===== src/rtl/mbx_pkg.sv =====
// Package: shared control-register bit positions and the register select type
// for the mailbox loader. Assumes a 16-bit register interface.
package mbx_pkg;

    localparam int CTL_EXEC_BIT  = 15;
    localparam int CTL_WRSEL_BIT = 14;
    localparam int CTL_CLR_BIT   = 12;
    localparam int CTL_BUSY_BIT  = 8;

    typedef enum logic [2:0] {
        SEL_NONE,
        SEL_CTRL,
        SEL_CRC,
        SEL_ADRH,
        SEL_ADRL,
        SEL_DATH,
        SEL_DATL
    } reg_sel_e;

endpackage


===== src/rtl/mbx_regs.sv =====
// mbx_regs: decodes the six mailbox registers, holds the address and data
// halves, produces the accepted execute and CRC clear pulses and the read mux.
// Assumes a single write port; a control write while busy is dropped whole.
module mbx_regs
    import mbx_pkg::*;
#(
    parameter int             RW   = 16,
    parameter int             RAW  = 16,
    parameter int             CW   = 16,
    parameter logic [RAW-1:0] BASE = 16'h0200
) (
    input  logic            clk,
    input  logic            rst_n,
    input  logic            reg_we,
    input  logic [RAW-1:0]  reg_addr,
    input  logic [RW-1:0]   reg_wdata,
    output logic [RW-1:0]   reg_rdata,
    input  logic            busy,
    input  logic [CW-1:0]   crc_val,
    output logic [2*RW-1:0] word_addr,
    output logic [2*RW-1:0] word_data,
    output logic            exec_go,
    output logic            crc_clr
);

    localparam int WW         = 2 * RW;
    localparam int STEP       = WW / 8;
    localparam int ALIGN_BITS = $clog2(STEP);

    reg_sel_e        sel;
    logic [RW-1:0]   adr_hi_q, adr_lo_q, dat_hi_q, dat_lo_q;
    logic            ctrl_wr;

    // Map the register offset onto a register select.
    always_comb begin
        if (reg_addr == BASE)                       sel = SEL_CTRL;
        else if (reg_addr == BASE + RAW'(1))        sel = SEL_CRC;
        else if (reg_addr == BASE + RAW'(2))        sel = SEL_ADRH;
        else if (reg_addr == BASE + RAW'(3))        sel = SEL_ADRL;
        else if (reg_addr == BASE + RAW'(4))        sel = SEL_DATH;
        else if (reg_addr == BASE + RAW'(5))        sel = SEL_DATL;
        else                                        sel = SEL_NONE;
    end

    // Control commands are accepted only when idle.
    always_comb begin
        ctrl_wr = reg_we && (sel == SEL_CTRL) && !busy;
        exec_go = ctrl_wr && reg_wdata[CTL_EXEC_BIT] && reg_wdata[CTL_WRSEL_BIT];
        crc_clr = ctrl_wr && reg_wdata[CTL_CLR_BIT];
    end

    // Address halves: host load, or advance by one word after each commit.
    always_ff @(posedge clk) begin
        if (!rst_n) begin
            adr_hi_q <= '0;
            adr_lo_q <= '0;
        end else if (exec_go) begin
            {adr_hi_q, adr_lo_q} <= {adr_hi_q, adr_lo_q} + WW'(STEP);
        end else if (reg_we && sel == SEL_ADRH) begin
            adr_hi_q <= reg_wdata;
        end else if (reg_we && sel == SEL_ADRL) begin
            adr_lo_q <= {reg_wdata[RW-1:ALIGN_BITS], ALIGN_BITS'(0)};
        end
    end

    // Data halves: plain host-written staging registers.
    always_ff @(posedge clk) begin
        if (!rst_n) begin
            dat_hi_q <= '0;
            dat_lo_q <= '0;
        end else if (reg_we && sel == SEL_DATH) begin
            dat_hi_q <= reg_wdata;
        end else if (reg_we && sel == SEL_DATL) begin
            dat_lo_q <= reg_wdata;
        end
    end

    assign word_addr = {adr_hi_q, adr_lo_q};
    assign word_data = {dat_hi_q, dat_lo_q};

    // Read mux; command bits always read as zero.
    always_comb begin
        reg_rdata = '0;
        unique case (sel)
            SEL_CTRL: reg_rdata[CTL_BUSY_BIT] = busy;
            SEL_CRC:  reg_rdata = RW'(crc_val);
            SEL_ADRH: reg_rdata = adr_hi_q;
            SEL_ADRL: reg_rdata = adr_lo_q;
            SEL_DATH: reg_rdata = dat_hi_q;
            SEL_DATL: reg_rdata = dat_lo_q;
            default:  reg_rdata = '0;
        endcase
    end

endmodule


===== src/rtl/mbx_seq.sv =====
// mbx_seq: on an accepted execute, issues one memory write and then presents
// the committed word to the CRC engine one byte per cycle, MSB first.
// Assumes go only arrives while busy is low.
module mbx_seq #(
    parameter int DW = 32,
    parameter int AW = 32
) (
    input  logic          clk,
    input  logic          rst_n,
    input  logic          go,
    input  logic [AW-1:0] addr_in,
    input  logic [DW-1:0] data_in,
    output logic          mem_we,
    output logic [AW-1:0] mem_addr,
    output logic [DW-1:0] mem_wdata,
    output logic          busy,
    output logic          byte_vld,
    output logic [7:0]    byte_out
);

    localparam int NBYTES = DW / 8;
    localparam int CNTW   = $clog2(NBYTES + 1);
    localparam int IW     = $clog2(NBYTES);

    logic [CNTW-1:0] cnt_q;
    logic [DW-1:0]   word_q;
    logic [7:0]      lane [NBYTES];
    logic [IW-1:0]   idx;

    // Split the held word into byte lanes.
    for (genvar g = 0; g < NBYTES; g++) begin : g_lane
        assign lane[g] = word_q[g*8 +: 8];
    end

    // Memory port: one strobe cycle per accepted command.
    always_ff @(posedge clk) begin
        if (!rst_n) begin
            mem_we    <= 1'b0;
            mem_addr  <= '0;
            mem_wdata <= '0;
        end else begin
            mem_we <= go;
            if (go) begin
                mem_addr  <= addr_in;
                mem_wdata <= data_in;
            end
        end
    end

    // Byte countdown that defines the busy window.
    always_ff @(posedge clk) begin
        if (!rst_n) begin
            cnt_q  <= '0;
            busy   <= 1'b0;
            word_q <= '0;
        end else if (go) begin
            cnt_q  <= CNTW'(NBYTES);
            busy   <= 1'b1;
            word_q <= data_in;
        end else if (busy) begin
            cnt_q <= cnt_q - CNTW'(1);
            busy  <= (cnt_q != CNTW'(1));
        end
    end

    assign idx      = IW'(cnt_q - CNTW'(1));
    assign byte_vld = busy;
    assign byte_out = lane[idx];

endmodule


===== src/rtl/mbx_crc.sv =====
// mbx_crc: byte-serial, non-reflected CRC with zero init and no final XOR.
// The eight bit steps are unrolled into one combinational chain.
// Assumes clr and vld are never high together.
module mbx_crc #(
    parameter int          CW   = 16,
    parameter logic [CW-1:0] POLY = 16'h1021
) (
    input  logic          clk,
    input  logic          rst_n,
    input  logic          clr,
    input  logic          vld,
    input  logic [7:0]    din,
    output logic [CW-1:0] crc
);

    logic [CW-1:0] crc_q;
    logic [CW-1:0] stage [9];

    assign stage[0] = crc_q ^ (CW'(din) << (CW - 8));

    for (genvar g = 0; g < 8; g++) begin : g_bit
        assign stage[g+1] = stage[g][CW-1] ? ((stage[g] << 1) ^ POLY)
                                           : (stage[g] << 1);
    end

    // Accumulator: cleared on command, advanced one byte per valid cycle.
    always_ff @(posedge clk) begin
        if (!rst_n)      crc_q <= '0;
        else if (clr)    crc_q <= '0;
        else if (vld)    crc_q <= stage[8];
    end

    assign crc = crc_q;

endmodule


===== src/rtl/mbox_loader.sv =====
// mbox_loader: top of the mailbox loader. Ties the register file, the commit
// sequencer and the CRC engine together. Assumes one register access per cycle.
module mbox_loader #(
    parameter int             RW   = 16,
    parameter int             RAW  = 16,
    parameter logic [RAW-1:0] BASE = 16'h0200,
    parameter int             CW   = 16,
    parameter logic [CW-1:0]  POLY = 16'h1021
) (
    input  logic            clk,
    input  logic            rst_n,
    input  logic            reg_we,
    input  logic [RAW-1:0]  reg_addr,
    input  logic [RW-1:0]   reg_wdata,
    output logic [RW-1:0]   reg_rdata,
    output logic            busy,
    output logic            mem_we,
    output logic [2*RW-1:0] mem_addr,
    output logic [2*RW-1:0] mem_wdata
);

    localparam int WW = 2 * RW;

    logic [WW-1:0] word_addr, word_data;
    logic          exec_go, crc_clr, byte_vld;
    logic [7:0]    byte_val;
    logic [CW-1:0] crc_q;

    mbx_regs #(.RW(RW), .RAW(RAW), .CW(CW), .BASE(BASE)) u_regs (
        .clk       (clk),
        .rst_n     (rst_n),
        .reg_we    (reg_we),
        .reg_addr  (reg_addr),
        .reg_wdata (reg_wdata),
        .reg_rdata (reg_rdata),
        .busy      (busy),
        .crc_val   (crc_q),
        .word_addr (word_addr),
        .word_data (word_data),
        .exec_go   (exec_go),
        .crc_clr   (crc_clr)
    );

    mbx_seq #(.DW(WW), .AW(WW)) u_seq (
        .clk       (clk),
        .rst_n     (rst_n),
        .go        (exec_go),
        .addr_in   (word_addr),
        .data_in   (word_data),
        .mem_we    (mem_we),
        .mem_addr  (mem_addr),
        .mem_wdata (mem_wdata),
        .busy      (busy),
        .byte_vld  (byte_vld),
        .byte_out  (byte_val)
    );

    mbx_crc #(.CW(CW), .POLY(POLY)) u_crc (
        .clk   (clk),
        .rst_n (rst_n),
        .clr   (crc_clr),
        .vld   (byte_vld),
        .din   (byte_val),
        .crc   (crc_q)
    );

endmodule


===== config.mk =====
export PLATFORM = sky130hd
export DESIGN_NAME = mbox_loader
export DESIGN_NICKNAME = d
export VERILOG_FILES = /design/src/rtl/mbx_pkg.sv /design/src/rtl/mbx_regs.sv /design/src/rtl/mbx_seq.sv /design/src/rtl/mbx_crc.sv /design/src/rtl/mbox_loader.sv
export SDC_FILE = /design/constraint.sdc
export NUM_CORES = 1
export LEC_CHECK = 0
export BUFFER_PORTS_ARGS = -buffer_cell sky130_fd_sc_hd__buf_2
export CORE_UTILIZATION = 51
export CTS_CLUSTER_SIZE = 24
export DETAILED_ROUTE_END_ITERATION = 16
export PLACE_DENSITY_LB_ADDON = 0.25
export SKIP_LAST_GASP = 1
export SLEW_MARGIN = 20
export SYNTH_ARGS = -nofsm -noshare
export SYNTH_HDL_FRONTEND = slang
export SYNTH_SLANG_ARGS = --single-unit

===== constraint.sdc =====
create_clock -name clk -period 2.82 [get_ports clk]
set_input_delay 0.282 -clock clk [delete_from_list [all_inputs] [get_ports clk]]
set_output_delay 0.282 -clock clk [all_outputs]
set_load 0.02 [all_outputs]

Yosys cells after proc, flatten, opt, wreduce, memory -nomap -nowiden
Cells that the tools add are included.
Operators by class
  shifts and indexed selects: 0
  add/sub/neg operators: 2
  equal/unequal tests: 14
  div/mod/pow operators: 0
  order comparisons: 1
  $mul: 0
  reductions and logical operators: 17
  bitwise logic cells: 12
  mux-type cells: 29
Operators by type and width (number)
  $mux 13: 8
  $eq 16x10->1 const B: 6
  $mux 16: 5
  $pmux 8 s5: 1
  $pmux 7 s5: 1
  $add 32x3->32 const B: 1
  $mux 3: 8
  $not 3->3: 8
  $bmux 8 s2: 1
  $mux 8: 2
  $xor 16x16->16: 1
  $eq 3x3->1 const B: 3
  $logic_and 1x1->1: 9
  $eq 3x2->1 const B: 2
  $pmux 1 s6: 1
  $reduce_bool 2->1: 3
  $reduce_and 2->1: 2
  $reduce_or 2->1: 2
  $eq 3x1->1 const B: 1
  $ge 3x3->1 const B: 1
  $ne 3x1->1 const B: 1
  $not 2->3: 1
  $sub 3x1->3 const B: 1
  $mux 1: 2
  3 further kinds: 4
Word-level totals
  output and inout bits: 82
  bits in writable memories: 0
  bits of input ports: 35
  logic and storage cells: 86
  memory bits (read-only): 0
  latch bits: 0
  memories: 0
  bits in registers: 149

Depth between registers and ports, before layout
Gate-level depths: netlist of the first run.
  depth after elaboration: 22
  gate-level depth with buffers: 10
  mapped depth without buffers: 8

By module
From an unflattened synthesis of the first run, not the netlist that was laid out.
Second synthesis, totals
  cells, all modules: 798
  area total of the unflattened synthesis: 7606.0 µm²
Modules (own cells, without submodules)
  mbx_regs: area an instance 3694.8 µm², times used 1, cells an instance 472, seq. area each 1241.2 µm²
  mbx_seq: area an instance 2877.8 µm², times used 1, cells an instance 239, seq. area each 1381.3 µm²
  mbx_crc: area an instance 1033.5 µm², times used 1, cells an instance 87, seq. area each 320.3 µm²

Worst setup path before layout of the first run
No wires, ideal clock.
  kind: register to register
  start: reg u_seq.cnt_q[0]
  end: reg u_crc.crc_q[15] (netlist: u_crc.crc[15])
  data required time: 2.692 ns
  cell stages (with the launch flop): 11
  clock period less this slack: 2.703 ns
  slack: 0.117 ns
  library setup time: 0.128 ns
  data arrival time: 2.575 ns
  path buffers: 2
  cells stage by stage: dfxtp_1 -> buf_2 -> inv_1 -> ha_1 -> clkbuf_1 -> mux4_2 -> xnor2_1 -> xnor2_1 -> xnor2_1 -> mux2i_1 -> nor2_1
On the way
  cells in the longest elaborated chain, start to end: 9
Ends and longest elaborated chain
  from (decl): line mbx_seq.sv:25  | logic [CNTW-1:0] cnt_q;
  from (signal assigned): line mbx_seq.sv:57  | cnt_q <= CNTW'(NBYTES);
  from (signal assigned): line mbx_seq.sv:61  | cnt_q <= cnt_q - CNTW'(1);
  $sub 3x1->3 (*)
  net u_seq.idx[0]: line mbx_seq.sv:28  | logic [IW-1:0] idx;
  $not 2->3 (implied by the code) (*): line mbx_seq.sv:68  | assign byte_out = lane[idx];
  $bmux 8 s2 (*): line mbx_seq.sv:68
  $mux 8 (implied by the code) (*) (2 in a row): line mbx_seq.sv:68
  $xor 16x16->16 (*): line mbx_crc.sv:19  | assign stage[0] = crc_q ^ (CW'(din) << (CW - 8));
  $not 3->3 (no source line)
  $mux 13 (*) (2 in a row): line mbx_crc.sv:22  | assign stage[g+1] = stage[g][CW-1] ? ((stage[g] << 1) ^ POLY)
  to (signal assigned): line mbx_crc.sv:30  | else if (vld) crc_q <= stage[8];
  to (decl): line mbx_crc.sv:16  | logic [CW-1:0] crc_q;
The timed path passes the listed nets; every way through them passes the cells marked *. The select of a mux whose other input is x is not followed.
A chain may end at the register's enable or synchronous reset.

Worst setup path after layout of the first run
  start: in reg_addr[15]
  end: out reg_rdata[2]
On the way
  cells in the longest elaborated chain, start to end: 9
  elaborated cells between the ends (all ways): 18
  classes of those cells: eq/ne (11); mux (7)
Ends and longest elaborated chain
  from (decl): line mbox_loader.sv:13  | input logic [RAW-1:0] reg_addr,
  $eq 16x10->1: line mbx_regs.sv:41  | else if (reg_addr == BASE + RAW'(5)) sel = SEL_DATL;
  $mux 3: line mbx_regs.sv:41
  $mux 3: line mbx_regs.sv:40  | else if (reg_addr == BASE + RAW'(4)) sel = SEL_DATH;
  $mux 3: line mbx_regs.sv:39  | else if (reg_addr == BASE + RAW'(3)) sel = SEL_ADRL;
  $mux 3: line mbx_regs.sv:38  | else if (reg_addr == BASE + RAW'(2)) sel = SEL_ADRH;
  $mux 3: line mbx_regs.sv:37  | else if (reg_addr == BASE + RAW'(1)) sel = SEL_CRC;
  $mux 3 (*): line mbx_regs.sv:36  | if (reg_addr == BASE) sel = SEL_CTRL;
  $eq 3x3->1 / $eq 3x2->1 (equally long branches): line mbx_regs.sv:84  | unique case (sel)
  $pmux 8 s5 (*): line mbx_regs.sv:84
  to (decl): line mbox_loader.sv:15  | output logic [RW-1:0] reg_rdata,
Mark *: on every way between the ends. The rest lies on a longest branch, timed or not.

==> results by group, run 1 <==
Run status
  – Status: finished, final reports clean

Logic synthesis
  – Area share of xor/xnor cells in the synthesized design: 3.35%
  – Top cells by area, synth: dfxtp_1, nand2_1, a21oi_1
  – Cells after synthesis: 859
  – Synth cell types: 56
  – Fraction of the mapped netlist area in adder cells: 0.552%
  – Top_reg_cell synth: dfxtp_1
  – Post-synthesis simple-gate area fraction: 24.7%
  – Commonest cells in the netlist: nand2_1, dfxtp_1, a21oi_1
  – Count leader, synth: nand2_1
  – Cell area after synthesis: 6800 µm²
  – Post-synth EDFFs: 0
  – Synth top area share: 42.7%
  – Largest area contributor in the netlist: dfxtp_1
  – Post-synthesis area per instance: 7.91 µm²
  – Multiplexer share of the synthesized area: 6.20%
  – Synthesized flop and latch total: 145
  – Post-synthesis sequential area ratio: 42.7%
  – Post-synth ARST share: 0%
  – Compound-gate portion of the synthesized area: 18.1%
  – Combinational family with the most area after synthesis: simple AND/OR/NAND/NOR gates
  – Warnings, synthesis: 0

Pwr
  – Pleak: 3.09 nW
  – Worst vdd ir: 0.000697 V
  – PwrDens: 550 nW/µm²

Timing
  – RSZ-0062 raised after global routing: false
  – Slew Limit Fails: 0
  – Worst-Margin Slew: 0.796 ns
  – Sum of negative setup slack: 0 ns
  – Clk_skew: 0.00533 ns
  – Final count of hold timing violations: 0
  – FMAX: 370 MHz
  – Fin crit share: 95.8%
  – Final setup violation count: 0
  – Slew headroom: 47.0%
  – Worst setup margin: 0.118 ns
  – Fin crit period: 2.70 ns

Route
  – Drt drc: 0
  – Initial DRC count: 622
  – Drt pass-1 iters: 6
  – WL final: 21.4 mm
  – Final ANT Viol Nets: 0
  – Routed vias: 6799
  – Routed WL per cell: 18.6 µm
  – Via density: 5.90

Clock tree
  – Root Driver: clkbuf_16
  – Post-CTS sizing: 0
  – Cts bufs inserted: 17
  – Clk pin slew, worst setup/hold paths: 0.06 ns
  – # clock sinks: 145
  – CTS Buffer Depth: 2
  – Skew-Pair Late Insertion Delay: 0.43 ns
  – CTS Hold Bufs: 0
  – H-tree depth: 4
  – TritonCTS clock tree: built
  – Postcts setup bufs: 0

Critical path
  – Slowest-stage cell, CP: or4_4
  – Critical Path Source Type: input pin
  – Critical-path cell list: buf_2, or4_4, or4_4, nor3_2, buf_4, nand2_1, o21ai_0, a221o_1, buf_2
  – Crit Path Category: input pin to output port
  – Buf+Inv Stages, Crit Path: 3
  – CP Capture Type: output port
  – Critical path arrival: 2.42 ns
  – CP top delay family: simple AND/OR/NAND/NOR gates
  – Largest stage delay, worst path: 0.61 ns
  – Max Fanout on Critical Path: 16
  – Worst Setup SP: reg_addr[15]
  – Req. time, crit path: 2.54 ns
  – Worst R2R Start: u_seq.cnt_q[1]$_SDFFE_PP0P_

Worst hold path
  – Min-Delay Path Class: input pin to flip-flop
  – Hold path startpoint: reg_wdata[1]

Flow run
  – Max-cap viol count: 0

Global route
  – Global-route wire length before repair: 34.2 mm
  – Largest net degree at the start of global routing: 74
  – GRT Util Overall: 31.9%
  – Gr ovfl total: 0
  – Initial antenna violation count: 0
  – Vias in the first global route: 6226

Cells and area
  – Final net count: 1005
  – Layout area overhead: 21.5%
  – # diodes: 0
  – Share of cells above drive strength 1: 20.3%
  – Number of fill cells in the layout: 1173

Floorplan
  – Initial Util: 53.0%
  – Total core area: 12800 µm²
  – Die H: 117 µm
  – Ports: 117
  – Die Wd: 117 µm
  – DIE AREA: 13800 µm²
  – # rows: 41

Place
  – Port-buffer cells: 114
  – Post-Place Setup Slack: 0.134 ns
  – RD Place Congestion: 0.965
  – HPWL after DPL: 15.0 mm
==> cell usage in the layout, fill, tap and decap left out, drive strengths merged, types with 3 or more instances in the layout <==
cell type,instances
and3,12
xnor2,25
nand2,238
and4,6
and2,5
a31oi,7
bufinv,4
o21a,4
dfxtp,145
or3,6
o21ai,34
a211oi,10
a21oi,122
nor3,13
mux4,8
clkinv,7
a221o,13
mux2i,23
clkbuf,21
nand4,9
inv,11
a22oi,3
nor2,43
a32oi,5
nor4,6
or4,4
buf,145
nand3,21
ha,3
==> worst reg2reg max path: stages, from the launching register on <==
cell and delay, ns:
dfxtp_1 0.32, inv_1 0.06, ha_1 0.42, buf_4 0.21
mux4_2 0.32, xnor2_1 0.37, xnor2_1 0.24, xnor2_1 0.19
a211oi_1 0.23
==> area by class of cell <==
class / instances / area, µm² / area share (%)
Tap cell: 172 / 215 / 2.61
Clock inverter: 11 / 161 / 1.96
Clock buffer: 21 / 450 / 5.46
Sequential cell: 145 / 2900 / 35.2
Multi-Input combinational cell: 646 / 3610 / 43.8
Timing Repair Buffer: 145 / 866 / 10.5
Inverter: 12 / 46.3 / 0.561
==> metal layers <==
metal | GRT usage (%) | part of all wire, % | vias to the layer above
met2 | 48.2 | 45 | 318
met1 | 43.6 | 44 | 3224
met4 | 14.0 | 3.1 | 0
met5 | 0 | 0 | -
met3 | 6.61 | 8.3 | 45
li1 | - | - | 3212
==> power by group <==
| part | total (mW) | leakage (nW) | switching [mW] | internal [mW] |
|---|---|---|---|---|
| Clock | 2.37 | 0.301 | 0.872 | 1.50 |
| Combinational | 0.124 | 1.63 | 0.0881 | 0.0356 |
| Sequential | 2.05 | 1.17 | 0.0000117 | 2.05 |
| Total | 4.54 | 3.09 | 0.960 | 3.58 |
==> per-stage QoR <==
stage	utilization [%]	instances	hold WS [ns]	cell area [µm²]	total power, mW
2_1_floorplan	-	860	0.418	6800	2.15
3_3_place_gp	59.6	1120	0.436	7640	2.22
3_5_place_dp	59.6	1120	0.440	7640	2.22
4_1_cts	64.4	1152	0.132	8260	4.55
5_1_grt	64.4	1152	0.150	8260	4.65
6_report	64.4	1152	0.141	8260	4.54
==> cells by family after synthesis <==
kind of cell    after synthesis
simple gates                373
compound gates              210
flops                       145
buf+inv                      69
mux                          32
xor+xnor                     26
fa+ha+maj                     3
other cells                   1
==> state kept, by name (all words and copies together) (netlist names) <==
register         cells
u_crc.crc           16
u_regs.adr_hi_q     16
u_regs.adr_lo_q     14
u_regs.dat_hi_q     16
u_regs.dat_lo_q     16
u_seq.busy           1
u_seq.cnt_q          3
u_seq.mem_addr      30
u_seq.mem_wdata     32
u_seq.mem_we         1
==> worst paths after layout <==
path	depth (start not counted)	to	slack, ns
max	9	reg_rdata[2]	0.12
max reg2reg	8	u_crc.crc[7]$_SDFFE_PP0P_	0.37
min reg2reg	2	u_seq.mem_addr[4]$_SDFFE_PN0P_	0.45
min	3	u_regs.dat_lo_q[1]$_SDFFE_PN0P_	0.14
(Power assumes the default switching activity.)
==> run 2, diff against run 1 <==
--- a/config.mk
+++ b/config.mk
@@ -10,6 +10,7 @@
 export CTS_CLUSTER_SIZE = 24
 export DETAILED_ROUTE_END_ITERATION = 16
 export PLACE_DENSITY_LB_ADDON = 0.25
+export REMOVE_ABC_BUFFERS = 1
 export SKIP_LAST_GASP = 1
 export SLEW_MARGIN = 20
 export SYNTH_ARGS = -nofsm -noshare
==> run 2 against run 1 <==
- global-route usage shrank 1.1 points
- final cell count is 0.26% higher
- design area hardly changed
- combinational power hardly changed
- first-iteration DRC count up 27%
- clock skew grew 0.0019 ns
- die area unchanged
- utilization barely moved
- flip-flop and latch count stayed put
- critical path type unchanged
- highest routed layer unchanged
==> results by group, run 2 (synthesis gave the netlist of run 1 again) <==
Worst hold path
  – Hold path startpoint: reg_wdata[0]
  – Min-Delay Path Class: input pin to flip-flop
  – Hold Path Sink: u_regs.dat_hi_q[0]$_SDFFE_PN0N_
  – WHS Path Cells: 3 (unchanged)

Floorplan
  – Die Wd: 117 µm (unchanged)
  – Initial Util: 53.0% (unchanged)
  – Die H: 117 µm (unchanged)
  – DIE AREA: 13800 µm² (unchanged)
  – Ports: 117 (unchanged)
  – # rows: 41 (unchanged)
  – Total core area: 12800 µm² (unchanged)

Critical path
  – FF-to-FF End: u_crc.crc[15]$_SDFFE_PP0P_
  – R2R setup slack: 0.36 ns (about the same)
  – CP Capture Type: output port
  – Max Fanout on Critical Path: 16 (unchanged)
  – Req. time, crit path: 2.54 ns (about the same)
  – Largest stage delay, worst path: 0.59 ns (-0.02 ns)
  – Reg2reg path depth: 8 (unchanged)
  – Worst R2R Start: u_seq.cnt_q[0]$_SDFFE_PP0P_
  – Critical path arrival: 2.41 ns (about the same)
  – Crit Path Category: input pin to output port
  – Buf+Inv Stages, Crit Path: 3 (unchanged)
  – Critical Path Source Type: input pin
  – Critical-path cell list: buf_2, or4_4, or4_4, nor3_2, buf_4, nand2_1, o21ai_0, a221o_1, buf_2
  – Slowest-stage cell, CP: or4_4
  – CP top delay family: simple AND/OR/NAND/NOR gates

Cells and area
  – Post-route cell area: 8250 µm² (about the same)
  – Largest reg by FF count: u_seq.mem_wdata
  – # diodes: 0 (unchanged)
  – Final net count: 1008 (+0.30%)
  – Final Util: 64.3% (about the same)
  – Non-filler cells, final: 1155 (+0.26%)
  – Share of cells above drive strength 1: 20.5% (+0.24 points)
  – Layout area overhead: 21.4% (about the same)
  – Commonest non-fill, non-tap cells in the layout: nand2_1, dfxtp_1, a21oi_1
  – Most common cell after layout, fill and taps aside: nand2_1
  – Largest regs: u_seq.mem_wdata: 32 flops, u_seq.mem_addr: 30 flops
  – Max reg flops: 32 (unchanged)

Global route
  – Gr ovfl total: 0 (unchanged)
  – Vias in the first global route: 6407 (+2.9%)
  – GRT met3 Usage: 7.25% (+0.63 points)
  – Initial antenna violation count: 0 (unchanged)
  – GRT Util Overall: 30.8% (-1.1 points)
  – Global-route wire length before repair: 33.4 mm (-2.3%)
  – Grt met2 use: 48.9% (+0.63 points)
  – Largest net degree at the start of global routing: 74 (unchanged)
  – Met1 Resource Use GR: 39.0% (-4.6 points)
  – GR peak layer: met2

Timing
  – Slew headroom: 46.7% (-0.22 points)
  – Worst-Margin Slew: 0.799 ns (+0.00327 ns)
  – Final count of hold timing violations: 0 (unchanged)
  – RSZ-0062 raised after global routing: false
  – Clk_skew: 0.00724 ns (+0.00191 ns)
  – Final setup violation count: 0 (unchanged)
  – Fin crit share: 95.4% (-0.36 points)
  – FMAX: 372 MHz (+0.38%)
  – Worst setup margin: 0.128 ns (+0.0101 ns)
  – Fin crit period: 2.69 ns (-0.0101 ns)
  – Slew Limit Fails: 0 (unchanged)

Pwr
  – Pleak: 3.10 nW (+0.29%)
  – PwrDens: 564 nW/µm² (+2.6%)
  – Pwr Total: 4.66 mW (+2.5%)
  – Worst vdd ir: 0.000320 V (-54%)

Clock tree
  – CTS Buffer Depth: 2 (unchanged)
  – H-tree depth: 4 (unchanged)
  – # clock sinks: 145 (unchanged)
  – TritonCTS clock tree: built
  – Post-CTS sizing: 0 (unchanged)
  – Cts bufs inserted: 17 (unchanged)
  – Root Driver: clkbuf_16
  – Skew-Pair Late Insertion Delay: 0.43 ns (about the same)
  – Clk pin slew, worst setup/hold paths: 0.06 ns (about the same)
  – Postcts setup bufs: 0 (unchanged)
  – CTS Hold Bufs: 0 (unchanged)

Route
  – Drt drc: 0 (unchanged)
  – WL final: 20.9 mm (-2.2%)
  – Final ANT Viol Nets: 0 (unchanged)
  – Routed vias: 6805 (+0.088%)
  – Via density: 5.89 (-0.17%)
  – Drt pass-1 iters: 5 (-1)
  – Initial DRC count: 791 (+27%)
  – Routed WL per cell: 18.1 µm (-2.4%)

Place
  – Placed standard-cell area: 7600 µm² (-0.52%)
  – Post-Place Setup Slack: 0.158 ns (+0.0243 ns)
  – HPWL after DPL: 14.2 mm (-5.4%)
  – # placed instances: 1123 (+0.27%)
  – Port-buffer cells: 114 (unchanged)
  – RD Place Congestion: 0.898 (-6.9%)

Flow run
  – Max-cap viol count: 0 (unchanged)

Run status
  – Status: finished, final reports clean
run 2: cell types whose count changed in the layout (fill, tap and decap cells not counted), sizes merged:
| cell | previous run | this run |
|---|---|---|
| clkinv | 7 | 5 |
| clkbuf | 21 | 22 |
| buf | 145 | 148 |
| bufinv | 4 | 5 |
run 2: power by group:
| group | switching [mW] | total (mW) | internal, mW |
|---|---|---|---|
| Combinational | 0.0897 | 0.122 | 0.0318 |
| Sequential | 0.0000110 | 2.05 | 2.05 |
| Clock | 0.872 | 2.48 | 1.61 |
run 2: stage by stage:
| stage | hold slack [ns] | setup TNS [ns] |
|---|---|---|
| detailed placement | 0.441 | 0 |
| finish | 0.144 | 0 |
| floorplan | 0.399 | -64.63 |
| global placement | 0.438 | 0 |
| CTS | 0.130 | 0 |
| global route | 0.142 | 0 |
run 2: worst max-delay path by stage:
stage	from	endpoint	cells past startpoint
6_report	reg_addr[15]	reg_rdata[10]	9
5_1_grt	reg_addr[15]	reg_rdata[10]	9
4_1_cts	reg_addr[15]	reg_rdata[10]	9
3_5_place_dp	reg_addr[15]	reg_rdata[7]	9
3_3_place_gp	reg_addr[15]	reg_rdata[4]	9
2_1_floorplan	u_seq.busy$_SDFF_PN0_	u_seq.mem_addr[10]$_SDFFE_PN0P_	5
run 2: worst register-to-register path, delay by kind of cell (launching register included):
kind / cells / cell delay (ns)
and+or+nand+nor: 1 / 0.05
xor gates and xnor gates: 3 / 0.83
adders and majority gates: 1 / 0.36
muxes: 2 / 0.71
buffers and inverters: 1 / 0.05
DFF: 1 / 0.34
run 2: layout make-up:
cell class,count,area [µm²]
tap,172,215
timing repair buffer,148,826
inverter,12,46.3
fill,1162,4580
sequential,145,2900
clock inverter,10,181
multi-input combinational,646,3610
clock buffer,22,464
run 2: per-layer routing:
metal  vias to the layer above  share of wire (%)
met5                         -                  0
met4                         0                3.3
met3                        64                9.0
met2                       357                 47
met1                      3166                 41
li1                       3218                  -
==> run 3, diff against run 2 <==
--- a/config.mk
+++ b/config.mk
@@ -6,6 +6,7 @@
 export NUM_CORES = 1
 export LEC_CHECK = 0
 export BUFFER_PORTS_ARGS = -buffer_cell sky130_fd_sc_hd__buf_2
+export CORE_MARGIN = 2
 export CORE_UTILIZATION = 51
 export CTS_CLUSTER_SIZE = 24
 export DETAILED_ROUTE_END_ITERATION = 16
@@ -16,3 +17,4 @@
 export SYNTH_ARGS = -nofsm -noshare
 export SYNTH_HDL_FRONTEND = slang
 export SYNTH_SLANG_ARGS = --single-unit
+export TNS_END_PERCENT = 100
==> constraint.sdc (replaced) <==
create_clock -name clk -period 2.82 [get_ports clk]
set_input_delay 0.423 -clock clk [delete_from_list [all_inputs] [get_ports clk]]
set_output_delay 0.423 -clock clk [all_outputs]
set_load 0.02 [all_outputs]
==> run 3 against run 2 <==
- the flow now finishes with violations (negative setup slack)
- fmax fell by 6.6%
- sequential power barely moved
- combinational power grew 3%
- register-to-register slack lost 0.13 ns
- wire length is essentially flat
==> results by group, run 3 (synthesis gave the netlist of run 1 again) <==
Critical path
  – Req. time, crit path: 2.40 ns (-0.14 ns)
  – Slowest-stage cell, CP: or4_4
  – CP Capture Type: output port
  – Max Fanout on Critical Path: 6 (-10)
  – Critical path arrival: 2.46 ns (+0.05 ns)
  – Critical Path Source Type: input pin
  – Crit Path Category: input pin to output port
  – Critical-path cell list: buf_2, or4_4, or4_4, nor3_4, buf_4, nand2_1, o21ai_0, a221o_1, buf_2
  – Largest stage delay, worst path: 0.60 ns (about the same)

Timing
  – Final setup violation count: 16 (+16)
  – Slew headroom: 37.5% (-9.3 points)
  – Sum of negative setup slack: -0.429 ns (-0.429 ns)
  – Final count of hold timing violations: 0 (unchanged)
  – RSZ-0062 raised after global routing: true
  – Fin crit period: 2.88 ns (+0.189 ns)
  – FMAX: 347 MHz (-6.6%)
  – Fin crit share: 102% (+6.7 points)
  – Clk_skew: 0.0149 ns (+0.00767 ns)
  – Worst setup margin: -0.0611 ns (-0.189 ns)
  – Slew Limit Fails: 0 (unchanged)
  – Worst-Margin Slew: 0.938 ns (+0.139 ns)

Route
  – Routed WL per cell: 18.0 µm (-0.43%)
  – Initial DRC count: 734 (-7.2%)
  – Via density: 5.83 (-1.0%)
  – Drt pass-1 iters: 7 (+2)
  – Final ANT Viol Nets: 0 (unchanged)
  – Drt drc: 0 (unchanged)
  – WL final: 20.9 mm (about the same)
  – Routed vias: 6765 (-0.59%)

Floorplan
  – DIE AREA: 14300 µm² (+3.4%)
  – # rows: 42 (+2.4%)
  – Die Wd: 119 µm (+1.7%)
  – Total core area: 13100 µm² (+2.4%)
  – Initial Util: 51.7% (-1.3 points)
  – Ports: 117 (unchanged)
  – Die H: 119 µm (+1.7%)

Cells and area
  – Most common cell after layout, fill and taps aside: nand2_1
  – Commonest non-fill, non-tap cells in the layout: nand2_1, dfxtp_1, a21oi_1
  – Max reg flops: 32 (unchanged)
  – Number of fill cells in the layout: 1190 (+2.4%)
  – # diodes: 0 (unchanged)
  – Post-route cell area: 8360 µm² (+1.4%)
  – Layout area overhead: 23.0%
  – Multi-input logic area: 3620 µm² (+0.17%)
  – Final Util: 63.6% (-0.67 points)
  – Share of cells above drive strength 1: 20.8% (+0.28 points)
  – Non-filler cells, final: 1160 (+0.43%)
  – Largest regs: u_seq.mem_wdata: 32 flops, u_seq.mem_addr: 30 flops
  – Final net count: 1009 (+0.099%)
  – FF/Latch Area: 2900 µm² (unchanged)
  – Largest reg by FF count: u_seq.mem_wdata

Clock tree
  – Skew-Pair Late Insertion Delay: 0.43 ns (about the same)
  – H-tree depth: 4 (unchanged)
  – CTS Buffer Depth: 2 (unchanged)
  – Root Driver: clkbuf_16
  – Clk pin slew, worst setup/hold paths: 0.06 ns (about the same)
  – Cts bufs inserted: 17 (unchanged)
  – # clock sinks: 145 (unchanged)
  – TritonCTS clock tree: built
  – Postcts setup bufs: 0 (unchanged)

Place
  – RD Place Congestion: 0.912 (+1.5%)
  – Port-buffer cells: 114 (unchanged)
  – # placed instances: 1128 (+0.45%)
  – HPWL after DPL: 14.1 mm (-0.21%)
  – Placed standard-cell area: 7670 µm² (+0.82%)

Global route
  – Gr ovfl total: 0 (unchanged)
  – Initial antenna violation count: 0 (unchanged)
  – Global-route wire length before repair: 32.1 mm (-3.7%)
  – Vias in the first global route: 6055 (-5.5%)
  – Largest net degree at the start of global routing: 86 (+16%)
  – GRT Util Overall: 29.0% (-1.8 points)

Flow run
  – Max-cap viol count: 0 (unchanged)

Run status
  – Status: finished with violations
  – Failing checks: negative setup slack

Worst hold path
  – Min-Delay Path Class: input pin to flip-flop

Pwr
  – Worst vdd ir: 0.000464 V (+45%)
  – PwrDens: 572 nW/µm² (+1.3%)
  – Pleak: 3.13 nW (+0.82%)
-- run 3: cell types whose count changed in the layout (fill, tap and decap cells not counted) --
cell	change
clkinv_4	+1
nor3_4	+1
buf_4	-4
bufinv_16	+1
inv_6	+1
clkinv_2	-3
buf_12	+4
buf_6	+1
clkbuf_1	-2
clkinvlp_4	+2
nor3_2	-1
-- run 3: path summary, 6_finish.rpt --
kind              cells past startpoint                             from                               to  slack [ns]
hold reg to reg                       2  u_seq.mem_addr[16]$_SDFFE_PN0P_  u_seq.mem_addr[16]$_SDFFE_PN0P_        0.45
hold / removal                        3                     reg_wdata[0]  u_regs.dat_lo_q[0]$_SDFFE_PN0P_        0.29
setup / recovery                      9                     reg_addr[15]                     reg_rdata[4]       -0.06
setup reg to reg                      8      u_seq.cnt_q[1]$_SDFFE_PP0P_       u_crc.crc[15]$_SDFFE_PP0P_        0.23
-- run 3: critical path, delay by kind of cell --
family / cells / cell delay, ns
buf+inv: 3 / 0.44
simple gates: 4 / 1.36
compound gates: 2 / 0.23
-- run 3: stage by stage --
stage,setup slack (ns),total power [mW],hold WS [ns]
floorplan,-0.949,2.13,0.445
global placement,-0.0512,2.21,0.438
detailed placement,-0.0928,2.21,0.441
CTS,-0.0527,4.80,0.280
global route,-0.139,4.90,0.282
finish,-0.0611,4.78,0.291
-- run 3: power by group --
group          leakage [nW]  internal [mW]  switching (mW)
Sequential             1.17           2.05       0.0000107
Combinational          1.64         0.0338          0.0920
Clock                 0.323           1.71           0.897
Total                  3.13           3.79           0.989
-- run 3: area by class of cell --
| type | instances | area share (%) |
|---|---|---|
| inverters | 12 | 0.554 |
| repair buffers | 149 | 10.6 |
| well taps | 176 | 2.63 |
| flip-flops and latches | 145 | 34.7 |
| clock buffers | 20 | 5.46 |
| clock inverters | 12 | 2.74 |
| multi-input cells | 646 | 43.3 |
-- run 3: what timing repair did --
action,4_1_cts,5_1_grt
hold buffers,0,0
gates resized for setup,2,0
setup endpoints to repair,15,16
-- run 3: routing by layer --
metal  vias to the layer above  wire length [µm]  GRT usage (%)
li1                       3232                 -              -
met3                        40              1650           8.76
met2                       283             10000           46.8
met4                         0               429           10.4
met1                      3210              8820           36.7
met5                         -                 0              0
